File: src/rtl/ahb_split_pkg.sv
package ahb_split_pkg;

    typedef enum logic [1:0] {
        TR_IDLE   = 2'b00,
        TR_BUSY   = 2'b01,
        TR_NONSEQ = 2'b10,
        TR_SEQ    = 2'b11
    } trans_e;

    localparam logic [2:0] BU_SINGLE = 3'b000;
    localparam logic [2:0] BU_INCR4  = 3'b011;
    localparam logic [2:0] BU_INCR8  = 3'b101;
    localparam logic [2:0] SZ_WORD   = 3'b010;

endpackage

File: src/rtl/ahb_split_pick.sv
module ahb_split_pick
    import ahb_split_pkg::*;
#(
    parameter int CW = 8
) (
    input  logic [CW-1:0] words_left,
    output logic [3:0]    pkt_len,
    output logic [2:0]    pkt_burst
);
    localparam logic [CW-1:0] EIGHT = CW'(8);
    localparam logic [CW-1:0] FOUR  = CW'(4);

    // greedy choice: largest packet that still fits
    always_comb begin
        if (words_left >= EIGHT) begin
            pkt_len   = 4'd8;
            pkt_burst = BU_INCR8;
        end else if (words_left >= FOUR) begin
            pkt_len   = 4'd4;
            pkt_burst = BU_INCR4;
        end else begin
            pkt_len   = 4'd1;
            pkt_burst = BU_SINGLE;
        end
    end
endmodule

File: src/rtl/ahb_split_resp.sv
module ahb_split_resp (
    input  logic       dp_live,
    input  logic       hready,
    input  logic [1:0] hresp,
    output logic       beat_good,
    output logic       beat_fail
);
    // hresp[1] set means RETRY or SPLIT; first cycle has hready low
    always_comb begin
        beat_good = dp_live && hready && !hresp[1];
        beat_fail = dp_live && !hready && hresp[1];
    end
endmodule

File: src/rtl/ahb_burst_split.sv
module ahb_burst_split
    import ahb_split_pkg::*;
#(
    parameter int AW = 32,
    parameter int CW = 8
) (
    input  logic          clk,
    input  logic          rst_n,
    input  logic          req_valid,
    output logic          req_ready,
    input  logic [AW-1:0] req_addr,
    input  logic [CW-1:0] req_words,
    input  logic          req_write,
    output logic [1:0]    htrans,
    output logic [2:0]    hburst,
    output logic [2:0]    hsize,
    output logic [AW-1:0] haddr,
    output logic          hwrite,
    input  logic          hready,
    input  logic [1:0]    hresp,
    input  logic          hgrant,
    output logic          beat_ok,
    output logic          done
);
    localparam logic [AW-1:0] STEP  = AW'(4);
    localparam logic [CW-1:0] ONE_C = CW'(1);

    typedef struct packed {
        logic          act;
        logic          seq;
        logic [2:0]    burst;
        logic [AW-1:0] addr;
        logic          wr;
        logic [CW-1:0] todo;
        logic [3:0]    pkt;
        logic [CW-1:0] fb;
        logic          dp;
        logic [AW-1:0] dp_addr;
        logic          done;
    } state_t;

    state_t s_d, s_q;

    logic          dp_live;
    logic          beat_good, beat_fail, acc;
    logic [3:0]    new_len, pkt_a;
    logic [2:0]    new_burst;
    logic [CW-1:0] todo_a, fb_a;
    logic [AW-1:0] addr_a;

    assign dp_live = s_q.dp;

    ahb_split_resp u_resp (
        .dp_live   (dp_live),
        .hready    (hready),
        .hresp     (hresp),
        .beat_good (beat_good),
        .beat_fail (beat_fail)
    );

    ahb_split_pick #(.CW(CW)) u_pick (
        .words_left (todo_a),
        .pkt_len    (new_len),
        .pkt_burst  (new_burst)
    );

    always_comb begin
        acc    = s_q.act && hready && hgrant;
        todo_a = s_q.todo - (acc ? ONE_C : '0);
        pkt_a  = s_q.pkt - {3'b000, acc};
        fb_a   = (acc && s_q.fb != '0) ? s_q.fb - ONE_C : s_q.fb;
        addr_a = acc ? s_q.addr + STEP : s_q.addr;
        // grant taken away in the middle of a burst: rest goes as singles
        if (s_q.act && !hgrant && s_q.seq) begin
            fb_a  = CW'(s_q.pkt);
            pkt_a = 4'd0;
        end

        s_d      = s_q;
        s_d.done = 1'b0;

        if (beat_fail) begin
            // roll back to the failed beat; driven beat was not taken
            s_d.act  = 1'b0;
            s_d.seq  = 1'b0;
            s_d.dp   = 1'b0;
            s_d.addr = s_q.dp_addr;
            s_d.todo = s_q.todo + ONE_C;
            s_d.fb   = (s_q.act && s_q.seq) ? CW'(s_q.pkt) + ONE_C : s_q.fb + ONE_C;
            s_d.pkt  = 4'd0;
        end else if (hready) begin
            s_d.done = beat_good && (s_q.todo == '0);
            s_d.dp   = acc;
            if (acc) begin
                s_d.dp_addr = s_q.addr;
            end
            s_d.todo = todo_a;
            s_d.fb   = fb_a;
            s_d.addr = addr_a;
            s_d.pkt  = pkt_a;
            s_d.seq  = 1'b0;
            s_d.act  = 1'b0;
            if (hgrant && todo_a != '0) begin
                s_d.act = 1'b1;
                if (fb_a != '0) begin
                    s_d.burst = BU_SINGLE;
                    s_d.pkt   = 4'd1;
                end else if (pkt_a != 4'd0) begin
                    s_d.seq = acc;
                end else begin
                    s_d.burst = new_burst;
                    s_d.pkt   = new_len;
                end
            end
        end

        if (req_ready && req_valid && req_words != '0) begin
            s_d.todo = req_words;
            s_d.addr = req_addr;
            s_d.wr   = req_write;
            s_d.pkt  = 4'd0;
            s_d.fb   = '0;
        end
    end

    always_ff @(posedge clk) begin
        if (!rst_n) begin
            s_q <= '0;
        end else begin
            s_q <= s_d;
        end
    end

    assign req_ready = !s_q.act && !s_q.dp && (s_q.todo == '0);
    assign htrans    = !s_q.act ? TR_IDLE : (s_q.seq ? TR_SEQ : TR_NONSEQ);
    assign hburst    = s_q.burst;
    assign hsize     = SZ_WORD;
    assign haddr     = s_q.addr;
    assign hwrite    = s_q.wr;
    assign beat_ok   = beat_good;
    assign done      = s_q.done;
endmodule

File: config.mk
export PLATFORM = sky130hd
export DESIGN_NAME = ahb_burst_split
export DESIGN_NICKNAME = d
export VERILOG_FILES = /design/src/rtl/ahb_split_pkg.sv /design/src/rtl/ahb_split_pick.sv /design/src/rtl/ahb_split_resp.sv /design/src/rtl/ahb_burst_split.sv
export SDC_FILE = /design/constraint.sdc
export NUM_CORES = 1
export LEC_CHECK = 0
export CAP_MARGIN = 30
export CELL_PAD_IN_SITES_DETAIL_PLACEMENT = 0
export CELL_PAD_IN_SITES_GLOBAL_PLACEMENT = 1
export CORE_AREA = 2 2 119 121
export DETAILED_ROUTE_END_ITERATION = 6
export DIE_AREA = 0 0 121 123
export GPL_TIMING_DRIVEN = 0
export PLACE_DENSITY_LB_ADDON = 0.25
export SYNTH_ARGS = -nofsm -noshare
export SYNTH_HDL_FRONTEND = slang
export SYNTH_SLANG_ARGS = --single-unit
File: constraint.sdc
create_clock -name clk -period 10.3 [get_ports clk]
set_input_delay 2.06 -clock clk [delete_from_list [all_inputs] [get_ports clk]]
set_output_delay 2.06 -clock clk [all_outputs]
set_load 0.005 [all_outputs]
# Word level (Yosys, flattened, before mapping)
# Index checks and enable logic that the tools add are counted.
[totals] mem_bits_rw=0 mem_bits_ro=0 regBits=92 latchBits=0 output_inout_bits=44 word_cells=87 n_memories=0
[classes] magnitude_cmp=2 n_div=0 muxes=26 shift=0 n_bitwise=3 add_sub_neg=7 mul=0 n_reduce_logical=37 eq_ne=1
[ops] cell="two-way mux 32 bit" count=4
[ops] cell="two-way mux 54 bit" count=1
[ops] cell="two-way mux 53 bit" count=1
[ops] cell="adder 32 x 3 -> 32 bit, second input constant" count=1
[ops] cell="nonzero test 8 bit" count=4
[ops] cell="two-way mux 8 bit" count=3
[ops] cell="two-way mux 21 bit" count=1
[ops] cell="two-way mux 4 bit" count=5
[ops] cell="adder 8 x 1 -> 8 bit, second input constant" count=2
[ops] cell="logical AND 1 bit" count=16
[ops] cell="two-way mux 3 bit" count=4
[ops] cell="greater-or-equal comparator 8 x 3 -> 1 bit, second input constant" count=1
[ops] cell="greater-or-equal comparator 8 x 4 -> 1 bit, second input constant" count=1
[ops] cell="zero test 8 bit" count=1
[ops] cell="subtractor 8 x 1 -> 8 bit" count=1
[ops] cell="subtractor 8 x 1 -> 8 bit, second input constant" count=1
[ops] cell="nonzero test 3 bit" count=2
[ops] cell="OR reduction 3 bit" count=2
[ops] cell="adder 4 x 1 -> 5 bit, second input constant" count=1
[ops] cell="zero test 1 bit" count=5
[ops] cell="two-way mux 5 bit" count=1
[ops] cell="two-way mux 1 bit" count=4
[ops] cell="two-way mux 2 bit" count=2
[ops] cell="AND reduction 4 bit" count=1
[ops] cell="8 further kinds" count=11

# Longest topological paths before layout
# Gate-level depths: netlist (run 1).
[logic_depth] word_depth=13 mapped_depth=15

# By module
# A second synthesis (run 1) with hierarchy kept.
[unflattened] cells_unflattened=755 area_unflattened_um2=5888.1
[by_module_without_submodules] mod="ahb_burst_split" seq_area_each_um2=1841.8 area_per_inst_um2=5808.1 cells_per_inst=744 instances=1
[by_module_without_submodules] mod="ahb_split_pick" seq_area_each_um2=0.0 area_per_inst_um2=62.6 cells_per_inst=9 instances=1
[by_module_without_submodules] mod="ahb_split_resp" seq_area_each_um2=0.0 area_per_inst_um2=17.5 cells_per_inst=2 instances=1

# Worst setup path after synthesis (run 1)
# Ideal clock, no wire load.
[synth_timing] path_type="input to register" from="input port hgrant" to="register s_q, in the netlist hburst[0]" path_slack_ns=5.339 arrival_ns=4.845 stages=15 required_time_ns=10.184 setup_ns=0.116 path_cell_list="buf_2 > nand3_4 > clkinv_1 > clkbuf_1 > clkbuf_1 > clkbuf_1 > ha_1 > ha_1 > nor2_1 > o21ai_0 > a21oi_1 > o2111ai_1 > nand3_1 > and3_1 > a31o_2"
[synth_between] elab_chain_len=8 elab_cells_between_ends=23 cone_classes="add/sub (2); order compare (2); eq/ne (1); mux (8); reduce/logical (10)"
[synth_rtl] element="from (decl)" line="ahb_burst_split.sv:21" text="input logic hgrant,"
[synth_rtl] element="logical AND 1 bit *" line="ahb_burst_split.sv:68" text="acc = s_q.act && hready && hgrant;"
[synth_rtl] element="named net acc" line="ahb_burst_split.sv:45" text="logic beat_good, beat_fail, acc;"
[synth_rtl] element="two-way mux 1 bit" line="ahb_burst_split.sv:69" text="todo_a = s_q.todo - (acc ? ONE_C : '0);"
[synth_rtl] element="subtractor 8 x 1 -> 8 bit" line="ahb_burst_split.sv:69"
[synth_rtl] element="greater-or-equal comparator 8 x 3 -> 1 bit" line="ahb_split_pick.sv:18" text="end else if (words_left >= FOUR) begin"
[synth_rtl] element="two-way mux 2 bit" line="ahb_split_pick.sv:18"
[synth_rtl] element="two-way mux 3 bit" line="ahb_split_pick.sv:15" text="if (words_left >= EIGHT) begin"
[synth_rtl] element="two-way mux 3 bit" line="ahb_burst_split.sv:108" text="end else if (pkt_a != 4'd0) begin"
[synth_rtl] element="two-way mux 3 bit" line="ahb_burst_split.sv:105" text="if (fb_a != '0) begin"
[synth_rtl] element="to (signal assigned)" line="ahb_burst_split.sv:128" text="s_q <= '0;"
[synth_rtl] element="to (signal assigned)" line="ahb_burst_split.sv:130" text="s_q <= s_d;"
[synth_rtl] element="to (decl)" line="ahb_burst_split.sv:42" text="state_t s_d, s_q;"
# The timed path passes the listed nets; every way through them passes the cells marked *. The select of a mux whose other input is x is not followed.
# A chain may end at the register's enable or synchronous reset.

# Worst setup path in the final report (run 1)
[layout_timing] from="input port hready" to="register s_q, in the netlist hburst[0]"
[layout_between] elab_chain_len=9 elab_cells_between_ends=25 cone_classes="add/sub (2); order compare (2); eq/ne (1); mux (8); bitwise (1); reduce/logical (11)"
[layout_rtl] element="from (decl)" line="ahb_burst_split.sv:19" text="input logic hready,"
[layout_rtl] element="logical AND 1 bit * (2 in series)" line="ahb_burst_split.sv:68"
[layout_rtl] element="named net acc" line="ahb_burst_split.sv:45"
[layout_rtl] element="two-way mux 1 bit" line="ahb_burst_split.sv:69"
[layout_rtl] element="subtractor 8 x 1 -> 8 bit" line="ahb_burst_split.sv:69"
[layout_rtl] element="greater-or-equal comparator 8 x 3 -> 1 bit" line="ahb_split_pick.sv:18"
[layout_rtl] element="two-way mux 2 bit" line="ahb_split_pick.sv:18"
[layout_rtl] element="two-way mux 3 bit" line="ahb_split_pick.sv:15"
[layout_rtl] element="two-way mux 3 bit" line="ahb_burst_split.sv:108"
[layout_rtl] element="two-way mux 3 bit" line="ahb_burst_split.sv:105"
# Marked as above.

==> impl_metrics.tcl, run 1 <==
set metrics [dict create \
    final_layout_size_suffix_gt1_share_pct 9.579 \
    wl_per_cell_um 17.38 \
    die_w_um 121 \
    critical_path_cell_list "clkdlybuf4s50_1, nand3_4, clkinv_1, clkbuf_1, clkbuf_1, clkbuf_1, ha_1, ha_1, nor2_1, o21ai_0, a21oi_1, o2111ai_1, nand3_1, and3_1, a31o_2" \
    synthesis.area_um2 5753 \
    max_stage_delay_ns 0.62 \
    placementRows 43 \
    path_class "in -> reg" \
    routed_via_density 5.495 \
    cts_inserted_buffers 9 \
    synth_top_cell_by_area "sky130_fd_sc_hd__dfxtp_1" \
    arrival_ns 6.26 \
    cp_slowest_cell "sky130_fd_sc_hd__clkdlybuf4s50_1" \
    pin_count 92 \
    postSynth.topFlopCell "sky130_fd_sc_hd__dfxtp_1" \
    hpwl_mm 13.18 \
    numPortBuffers 85 \
    synth.area.top_cells "sky130_fd_sc_hd__dfxtp_1 32%, sky130_fd_sc_hd__nand2_1 8.8%, sky130_fd_sc_hd__buf_4 5.2%" \
    critical_path.max_fanout 11 \
    grt_start_max_net_pins 15 \
    clock_tree_skew_after_final_layout_ns 0.007068 \
    first_global_vias 5383 \
    postCtsResizedCells 0 \
    report.final.slew_viol_count 0 \
    gp_weighted_congestion 0.8753 \
    power.switching_w 0.0004244 \
    buffer_depth_of_the_longest_clock_path 2 \
    power-per-cell-area_nw_per_um2 178.4 \
    drt_drc_violations_left 0 \
    final_cell_count_no_fill 1036 \
    clk_pin_slew_worst_paths_ns 0.07 \
    synthesized_area_divided_by_synthesized_cell_count_um2 7.620 \
    maxCapViolCount 0 \
    report.final.setup_viol 0 \
    synth_seq_area_share_pct 32.01 \
    post-cts-setup-buffers 0 \
    cts_tree "yes" \
    detail_route.wirelength_mm 18.01 \
    antenna_found_initial 0 \
    clock_tree.htree_level_count 3 \
    die_y_um 123 \
    netlist_top_cells_count "135 x sky130_fd_sc_hd__nand2_1, 92 x sky130_fd_sc_hd__dfxtp_1, 42 x sky130_fd_sc_hd__nor2_1" \
    synthMostInstantiatedCell "sky130_fd_sc_hd__nand2_1" \
    cpMostUsedCell "sky130_fd_sc_hd__clkbuf_1" \
    synthCells 755 \
    num_antenna_cells 0 \
    cts.sinks 92 \
    multi_input_area_um2 3352 \
    combinationalPowerShare_pct 34.9 \
    filler_cell_count 1313 \
    areaGrowthSynthToFinish_pct 24.42 \
    synth_seq_cells 92 \
    clockPowerShare_pct 28.8 \
    seq_area_um2 1842 \
    drt_pre_antenna_iters 6 \
    total_neg_setup_slack_ns 0 \
    via_count 5693 \
    min-delay-path-class "reg -> reg" \
    share_seq_of_total_power_pct 36.2 \
    synthesis.yosys.warnings 0 \
    postRouteAntennaNets 0 \
    worst_path_required_time_ns 10.54 \
    power.switching_fraction_pct 33.23 \
    clockRootBuffer "sky130_fd_sc_hd__clkbuf_16" \
    number_of_enable_flip_flop_cells_after_synthesis 0 \
    effective_utilization_at_floorplan_pct 42.26 \
    period_needed_ns 6.024 \
    core_area_um2 13610 \
    final-hold-violation-count 0 \
    internal_power_w 0.0008525 \
    ys_async_sr_fraction_pct 0 \
    largest_voltage_drop_on_the_vdd_net_v 0.00008843 \
    global_route.overflow_total 0 \
    outcome "complete, no violations" \
    dieArea_um2 14880 \
    max-slew-margin-rel_pct 50.15 \
    post-place-cells 1021 \
    fmax_ghz 0.1660 \
    rsz0062_at_grt "no" \
    max_slew.worst_pin.slew_ns 0.7410 \
    min_period_over_period_pct 58.49 \
    groute.usage.overall_pct 24.49 \
    ys_types 66 \
    top_cell_type_s_share_of_synthesized_area_pct 32.01 \
    leakage_nw 2.662 \
    cts-hold-fix-buffers 0 \
    cp-end-kind "register" \
    grt_pass1_wl_mm 28.14 \
    timing.critical_path.from_type "primary input" \
    fin_nets 911 \
    initialDrtViolationCount 453 \
    clock_insertion_delay_worst_skew_ns 0.35 \
]
-- through the flow --
step,hold WS (ns),area [um2],utilization [%],total power (W),setup WS (ns)
2_1_floorplan,0.4347,5757,-,0.0007353,5.339
3_3_place_gp,0.4471,6833,50.20,0.0009075,3.928
3_5_place_dp,0.4575,6833,50.20,0.0009144,3.944
4_1_cts,0.4667,7158,52.59,0.001284,4.287
5_1_grt,0.4745,7158,52.59,0.001348,3.919
6_report,0.4616,7158,52.59,0.001277,4.276
-- power by group through the flow --
stage | clock (W) | combinational, W | sequential, W
after global placement | 0 | 0.000440 | 0.000467
final | 0.000368 | 0.000446 | 0.000462
after global routing | 0.000388 | 0.000490 | 0.000469
after floorplan | 0 | 0.000286 | 0.000450
after detailed placement | 0 | 0.000445 | 0.000469
after CTS | 0.000375 | 0.000448 | 0.000461
-- cell type report --
cell class / instances / share of cell area (%)
Multi-Input combinational cell: 560 / 46.83
Sequential cell: 92 / 25.73
Timing Repair Buffer: 85 / 11.89
Buffer: 92 / 7.236
Clock buffer: 11 / 3.531
Tap cell: 180 / 3.146
Clock inverter: 4 / 1.014
Inverter: 12 / 0.6293
-- worst paths after layout --
check,to,cells after the start,from,slack [ns]
worst min-delay path,haddr[31],2,s_q[32],0.46
worst max-delay path,hburst[0],15,hready,4.28
worst max register to register,hburst[0],14,s_q[91],5.89
worst min register to register,haddr[31],2,s_q[32],0.46
-- worst max-delay path, delay by kind of cell --
family,cells,cell delay [ns]
and+or+nand+nor,4,0.68
buffers and inverters,5,2.16
adders and majority gates,2,0.57
AOI/OAI and AO/OA,4,0.78
-- flip-flops by register name, summed over array words and instances (netlist names) --
signal	flops
done	1
hwrite	1
haddr	32
dp_live	1
s_q	54
hburst	3
-- logic make-up (layout without fill, tap and decap cells) --
kind of cell,after synthesis,after routing,synth area share [%]
multiplexers,4,4,0.6960
flip-flops,92,92,32.01
other,2,3,0.1305
buffers and inverters,104,204,9.787
AO/OA/AOI/OAI,176,176,20.18
adder cells (fa/ha/maj),11,11,2.392
XOR/XNOR,42,42,6.394
AND/OR/NAND/NOR,324,324,28.40
-- per-layer routing --
layer | part of all wire [%] | GRT usage, %
met5 | 0 | 0
met4 | 1.8 | 8.140
met3 | 5.4 | 4.197
met2 | 49 | 42.17
met1 | 44 | 31.10
-- layout by cell type (no fill, tap or decap), types with 34 or more instances in the layout --
cell type / Yosys / routed
sky130_fd_sc_hd__clkdlybuf4s50_1: 0 / 85
sky130_fd_sc_hd__a21oi_1: 34 / 34
sky130_fd_sc_hd__buf_4: 40 / 40
sky130_fd_sc_hd__nand3_1: 40 / 40
sky130_fd_sc_hd__o21ai_0: 41 / 41
sky130_fd_sc_hd__dfxtp_1: 92 / 92
sky130_fd_sc_hd__nor2_1: 42 / 42
sky130_fd_sc_hd__clkbuf_1: 39 / 39
sky130_fd_sc_hd__nand2_1: 135 / 135
sky130_fd_sc_hd__a21boi_0: 36 / 36
Power figures use the tool's default switching activity.
==> inputs of run 2 (changes only) <==
--- a/config.mk
+++ b/config.mk
@@ -8,9 +8,9 @@
 export CAP_MARGIN = 30
 export CELL_PAD_IN_SITES_DETAIL_PLACEMENT = 0
 export CELL_PAD_IN_SITES_GLOBAL_PLACEMENT = 1
-export CORE_AREA = 2 2 119 121
+export CORE_AREA = 2 2 123 125
 export DETAILED_ROUTE_END_ITERATION = 6
-export DIE_AREA = 0 0 121 123
+export DIE_AREA = 0 0 125 127
 export GPL_TIMING_DRIVEN = 0
 export PLACE_DENSITY_LB_ADDON = 0.25
 export SYNTH_ARGS = -nofsm -noshare
==> constraint.sdc (replaced) <==
create_clock -name clk -period 5.9 [get_ports clk]
set_input_delay 1.18 -clock clk [delete_from_list [all_inputs] [get_ports clk]]
set_output_delay 1.18 -clock clk [all_outputs]
set_load 0.005 [all_outputs]
==> run 2 against run 1 <==
Die area rose by 6.7%. Critical path depth did not move. Critical path type unchanged. Flip-flop and latch count did not move. Hold slack got worse by 0.0049 ns.
==> impl_metrics.tcl, run 2 (synthesis gave the netlist of run 1 again) <==
set metrics [dict create \
    final_layout_size_suffix_gt1_share_pct 9.568 \
    cp_slowest_cell "sky130_fd_sc_hd__clkdlybuf4s50_1" \
    critical_path.max_fanout 11 \
    worst_path_required_time_ns 6.20 \
    die_y_um 127 \
    max_slew.worst_pin.slew_ns 0.7345 \
    die_w_um 125 \
    largest_register_ffs 54 \
    total_neg_setup_slack_ns 0 \
    worst_case_setup_margin_in_the_final_layout_ns 0.5511 \
    final_cell_count_no_fill 1041 \
    cts_tree "yes" \
    cts.sinks 92 \
    num_antenna_cells 0 \
    dieArea_um2 15880 \
    clock_insertion_delay_worst_skew_ns 0.35 \
    postCtsResizedCells 0 \
    cts_inserted_buffers 9 \
    period_needed_ns 5.349 \
    core_area_um2 14420 \
    arrival_ns 5.65 \
    power-per-cell-area_nw_per_um2 303.2 \
    fin_nets 911 \
    detail_route.wirelength_mm 18.12 \
    max_stage_delay_ns 0.66 \
    clock_tree.htree_level_count 3 \
    report.final.slew_viol_count 0 \
    report.final.setup_viol 0 \
    global_route.overflow_total 0 \
    post-place-cells 1025 \
    largest_voltage_drop_on_the_vdd_net_v 0.0001666 \
    hpwl_mm 13.23 \
    clockRootBuffer "sky130_fd_sc_hd__clkbuf_16" \
    wl_per_cell_um 17.40 \
    initialDrtViolationCount 464 \
    most_flops_register "s_q" \
    placementRows 44 \
    buffer_depth_of_the_longest_clock_path 2 \
    cts-hold-fix-buffers 0 \
    final-hold-violation-count 0 \
    worst_path_dominant_cell_family "buffers and inverters" \
    leakage_nw 2.640 \
    cp-end-kind "register" \
    timing.critical_path.from_type "primary input" \
    maxCapViolCount 0 \
    postRouteAntennaNets 0 \
    grt_pass1_wl_mm 28.62 \
    min-delay-path-class "reg -> reg" \
    numPortBuffers 85 \
    clock_tree_skew_after_final_layout_ns 0.007058 \
    cpMostUsedCell "sky130_fd_sc_hd__clkbuf_1" \
    mostFrequentLayoutCell "sky130_fd_sc_hd__nand2_1" \
    post-cts-setup-buffers 0 \
    routed_via_density 5.498 \
    areaGrowthSynthToFinish_pct 23.88 \
    effective_utilization_at_floorplan_pct 39.89 \
    path_buf_inv 5 \
    first_global_vias 5378 \
    grt_start_max_net_pins 16 \
    critical_path_cell_list "clkdlybuf4s50_1, nand3_4, clkinv_1, clkbuf_1, clkbuf_1, clkbuf_1, ha_1, ha_1, nor2_1, o21ai_0, a21oi_1, o21ai_0, nor2_1, o31ai_1, a31o_2" \
    rsz0062_at_grt "no" \
    pin_count 92 \
    via_count 5723 \
    path_class "in -> reg" \
    antenna_found_initial 0 \
    groute.usage.overall_pct 22.44 \
    leading_cell_types_in_the_layout_fill_and_taps_excluded "135 x sky130_fd_sc_hd__nand2_1, 92 x sky130_fd_sc_hd__dfxtp_1, 85 x sky130_fd_sc_hd__clkdlybuf4s50_1" \
    fmax_ghz 0.1870 \
    drt_drc_violations_left 0 \
    clk_pin_slew_worst_paths_ns 0.07 \
    drt_pre_antenna_iters 5 \
    pre_cts_setup_slack_ns 0.2620 \
    max-slew-margin-rel_pct 50.58 \
    min_period_over_period_pct 90.66 \
    outcome "complete, no violations" \
    gp_weighted_congestion 0.9231 \
]
[run 2: cell type report]
class	instances	area, um2
Timing Repair Buffer	85	850.8
Fill cell	1428	7297
Multi-Input combinational cell	560	3352
Buffer	92	518.0
Clock buffer	12	256.5
Inverter	12	45.04
Sequential cell	92	1842
Tap cell	184	230.2
Clock inverter	4	32.53
[run 2: final timing paths]
check / startpoint / to / slack (ns) / cells after the start
max: hready / hburst[0] / 0.55 / 15
min reg2reg: s_q[32] / haddr[31] / 0.46 / 2
min: s_q[32] / haddr[31] / 0.46 / 2
max reg2reg: s_q[91] / hburst[0] / 1.34 / 14
[run 2: through the flow]
step	instance area [um2]	total power, W	utilization (%)	hold WS (ns)
after floorplan	5757	0.001284	-	0.4347
final	7127	0.002161	49.41	0.4567
after global routing	7127	0.002287	49.41	0.4874
after global placement	6838	0.001585	47.41	0.4481
after detailed placement	6838	0.001593	47.41	0.4494
after CTS	7127	0.002164	49.41	0.4573
[run 2: power by group]
part / internal (W) / switching [W] / total [W] / leakage, nW
Sequential: 0.000699 / 0.000109 / 0.000809 / 0.747
Clock: 0.000312 / 0.000263 / 0.000575 / 0.135
Combinational: 0.000397 / 0.000380 / 0.000777 / 1.76
[run 2: worst reg2reg max path, delay by kind of cell, from the launching register on]
kind | cells | cell delay, ns
DFF | 1 | 0.68
AOI/OAI and AO/OA | 5 | 1.27
and+or+nand+nor | 3 | 0.35
buffers and inverters | 4 | 1.64
adders and majority gates | 2 | 0.56
[run 2: layer usage]
metal / GRT usage [%] / share of wire (%)
met1: 31.97 / 47
met2: 35.26 / 44
met3: 3.224 / 6.2
met4: 6.993 / 1.9
met5: 0 / 0
==> inputs of run 3 (changes only) <==
--- a/config.mk
+++ b/config.mk
@@ -12,6 +12,7 @@
 export DETAILED_ROUTE_END_ITERATION = 6
 export DIE_AREA = 0 0 125 127
 export GPL_TIMING_DRIVEN = 0
+export MAX_ROUTING_LAYER = met4
 export PLACE_DENSITY_LB_ADDON = 0.25
 export SYNTH_ARGS = -nofsm -noshare
 export SYNTH_HDL_FRONTEND = slang
==> run 3 against run 2 <==
Non-clock buffer count stayed put. Final area is 0.46% higher. Wire length is 0.54% lower. Flip-flop and latch count stayed put. Clock-buffer cell count stayed put.
==> impl_metrics.tcl, run 3 (synthesis gave the netlist of run 1 again) <==
set metrics [dict create \
    outcome "complete, no violations" \
    internal_power_w 0.001462 \
    p_total_w 0.002222 \
    cts_tree "yes" \
    initialDrtViolationCount 409 \
    routed_via_density 5.529 \
    leading_cell_types_in_the_layout_fill_and_taps_excluded "135 x sky130_fd_sc_hd__nand2_1, 92 x sky130_fd_sc_hd__dfxtp_1, 85 x sky130_fd_sc_hd__clkdlybuf4s50_1" \
    postRouteAntennaNets 0 \
    crit-reg2reg-launch "s_q[91]" \
    drt_drc_violations_left 0 \
    final_layout_size_suffix_gt1_share_pct 9.685 \
    global_route.usage.met3_pct 3.727 \
    cts_inserted_buffers 9 \
    rr_worst_depth 14 \
    maxCapViolCount 0 \
    total_neg_setup_slack_ns 0 \
    num_antenna_cells 0 \
    drt_pre_antenna_iters 5 \
    areaGrowthSynthToFinish_pct 24.45 \
    clockPowerShare_pct 28.7 \
    effective_utilization_at_floorplan_pct 39.89 \
    leakage_nw 2.660 \
    die_w_um 125 \
    fin_nets 911 \
    hpwl_mm 13.17 \
    first_global_vias 5328 \
    report.final.slew_viol_count 0 \
    dieArea_um2 15880 \
    worst_case_setup_margin_in_the_final_layout_ns 0.4972 \
    cts-hold-fix-buffers 0 \
    detail_route.wirelength_mm 18.02 \
    grt_pass1_wl_mm 28.29 \
    max-slew-margin-rel_pct 51.09 \
    cp-end-kind "register" \
    critical_path.max_fanout 11 \
    r2r_setup_slack_ns 1.27 \
    numPortBuffers 85 \
    timing.rr.end "hburst[0]" \
    power.switching_fraction_pct 34.19 \
    post-place-cells 1025 \
    period_needed_ns 5.403 \
    pre_cts_setup_slack_ns 0.1736 \
    report.final.setup_viol 0 \
    timing.critical_path.from_type "primary input" \
    min_period_over_period_pct 91.57 \
    clock_tree.htree_level_count 3 \
    most_flops_register "s_q" \
    path_class "in -> reg" \
    gp_weighted_congestion 0.9108 \
    max_slew.worst_pin.slew_ns 0.7337 \
    clockRootBuffer "sky130_fd_sc_hd__clkbuf_16" \
    clk_pin_slew_worst_paths_ns 0.07 \
    gr-max-usage-layer "met2" \
    clock_insertion_delay_worst_skew_ns 0.35 \
    wl_per_cell_um 17.31 \
    power.switching_w 0.0007598 \
    global_route.overflow_total 0 \
    hold_ws_ns 0.4651 \
    share_seq_of_total_power_pct 36.3 \
    power-per-cell-area_nw_per_um2 310.4 \
    rsz0062_at_grt "no" \
    via_count 5756 \
    final-hold-violation-count 0 \
    final_cell_count_no_fill 1041 \
    mostFrequentLayoutCell "sky130_fd_sc_hd__nand2_1" \
    groute.usage.overall_pct 22.78 \
    largest_register_ffs 54 \
    use_met2_pct 33.54 \
    core_area_um2 14420 \
    clock_tree_skew_after_final_layout_ns 0.007669 \
    post-cts-setup-buffers 0 \
    worst_path_required_time_ns 6.20 \
    buffer_depth_of_the_longest_clock_path 2 \
    worstSetupEndpoint "hburst[0]" \
    gr-usage-met1_pct 31.85 \
    arrival_ns 5.70 \
    min-delay-path-class "reg -> reg" \
    antenna_found_initial 0 \
    fmax_ghz 0.1851 \
    largest_voltage_drop_on_the_vdd_net_v 0.0001330 \
    cts.sinks 92 \
    placementRows 44 \
    postCtsResizedCells 0 \
    combinationalPowerShare_pct 35.0 \
    pin_count 92 \
    worst_setup_path_startpoint "hready" \
    grt_start_max_net_pins 16 \
    die_y_um 127 \
]
[run 3: cell types whose count changed in the layout (fill, tap and decap cells not counted), sizes merged]
cell,delta
clkinvlp,-1
bufinv,+1
[run 3: layout make-up]
cell class | count | area, um2
plain buffers | 92 | 518.0
clock buffers | 12 | 266.5
clock inverters | 4 | 55.05
fillers | 1406 | 7264
inverters | 12 | 45.04
multi-input cells | 560 | 3352
flip-flops and latches | 92 | 1842
well taps | 184 | 230.2
repair buffers | 85 | 850.8
[run 3: worst max-delay path, stage by stage]
cell and delay [ns]:
sky130_fd_sc_hd__clkdlybuf4s50_1 0.64, sky130_fd_sc_hd__nand3_4 0.19, sky130_fd_sc_hd__clkinv_1 0.23, sky130_fd_sc_hd__clkbuf_1 0.46, sky130_fd_sc_hd__clkbuf_1 0.40, sky130_fd_sc_hd__clkbuf_1 0.61, sky130_fd_sc_hd__ha_1 0.30, sky130_fd_sc_hd__ha_1 0.25
sky130_fd_sc_hd__nor2_1 0.05, sky130_fd_sc_hd__o21ai_0 0.15, sky130_fd_sc_hd__a21oi_1 0.10, sky130_fd_sc_hd__o21ai_0 0.57, sky130_fd_sc_hd__nor2_1 0.08, sky130_fd_sc_hd__o31ai_1 0.28, sky130_fd_sc_hd__a31o_2 0.19
[run 3: power by group through the flow]
stage	registers, W	logic [W]	clock network, W
after global placement	0.000818	0.000768	0
final	0.000808	0.000778	0.000637
after global routing	0.000820	0.000855	0.000668
after floorplan	0.000785	0.000499	0
after CTS	0.000805	0.000778	0.000640
after detailed placement	0.000819	0.000775	0
[run 3: worst min-delay path by stage]
stage / to / cells after the start / slack [ns] / startpoint
6_report: s_q[13] / 2 / 0.47 / s_q[13]
5_1_grt: s_q[19] / 2 / 0.49 / s_q[19]
4_1_cts: s_q[15] / 2 / 0.47 / s_q[15]
3_5_place_dp: s_q[15] / 2 / 0.46 / s_q[15]
3_3_place_gp: s_q[15] / 2 / 0.45 / s_q[15]
2_1_floorplan: haddr[31] / 2 / 0.43 / s_q[32]
[run 3: routing by layer]
layer  routed length [um]  share of wire, %  vias to the layer above
met1                 8755                49                     2710
met3                 1086               6.0                       39
met5                    0                 0                        -
met4                  402               2.2                        0
met2                 7775                43                      213
li1                     -                 -                     2794
[run 3: per-stage QoR]
step | utilization, % | instance area (um2)
6_report | 49.64 | 7159
5_1_grt | 49.64 | 7159
4_1_cts | 49.64 | 7159
3_5_place_dp | 47.41 | 6838
3_3_place_gp | 47.41 | 6838
2_1_floorplan | - | 5757
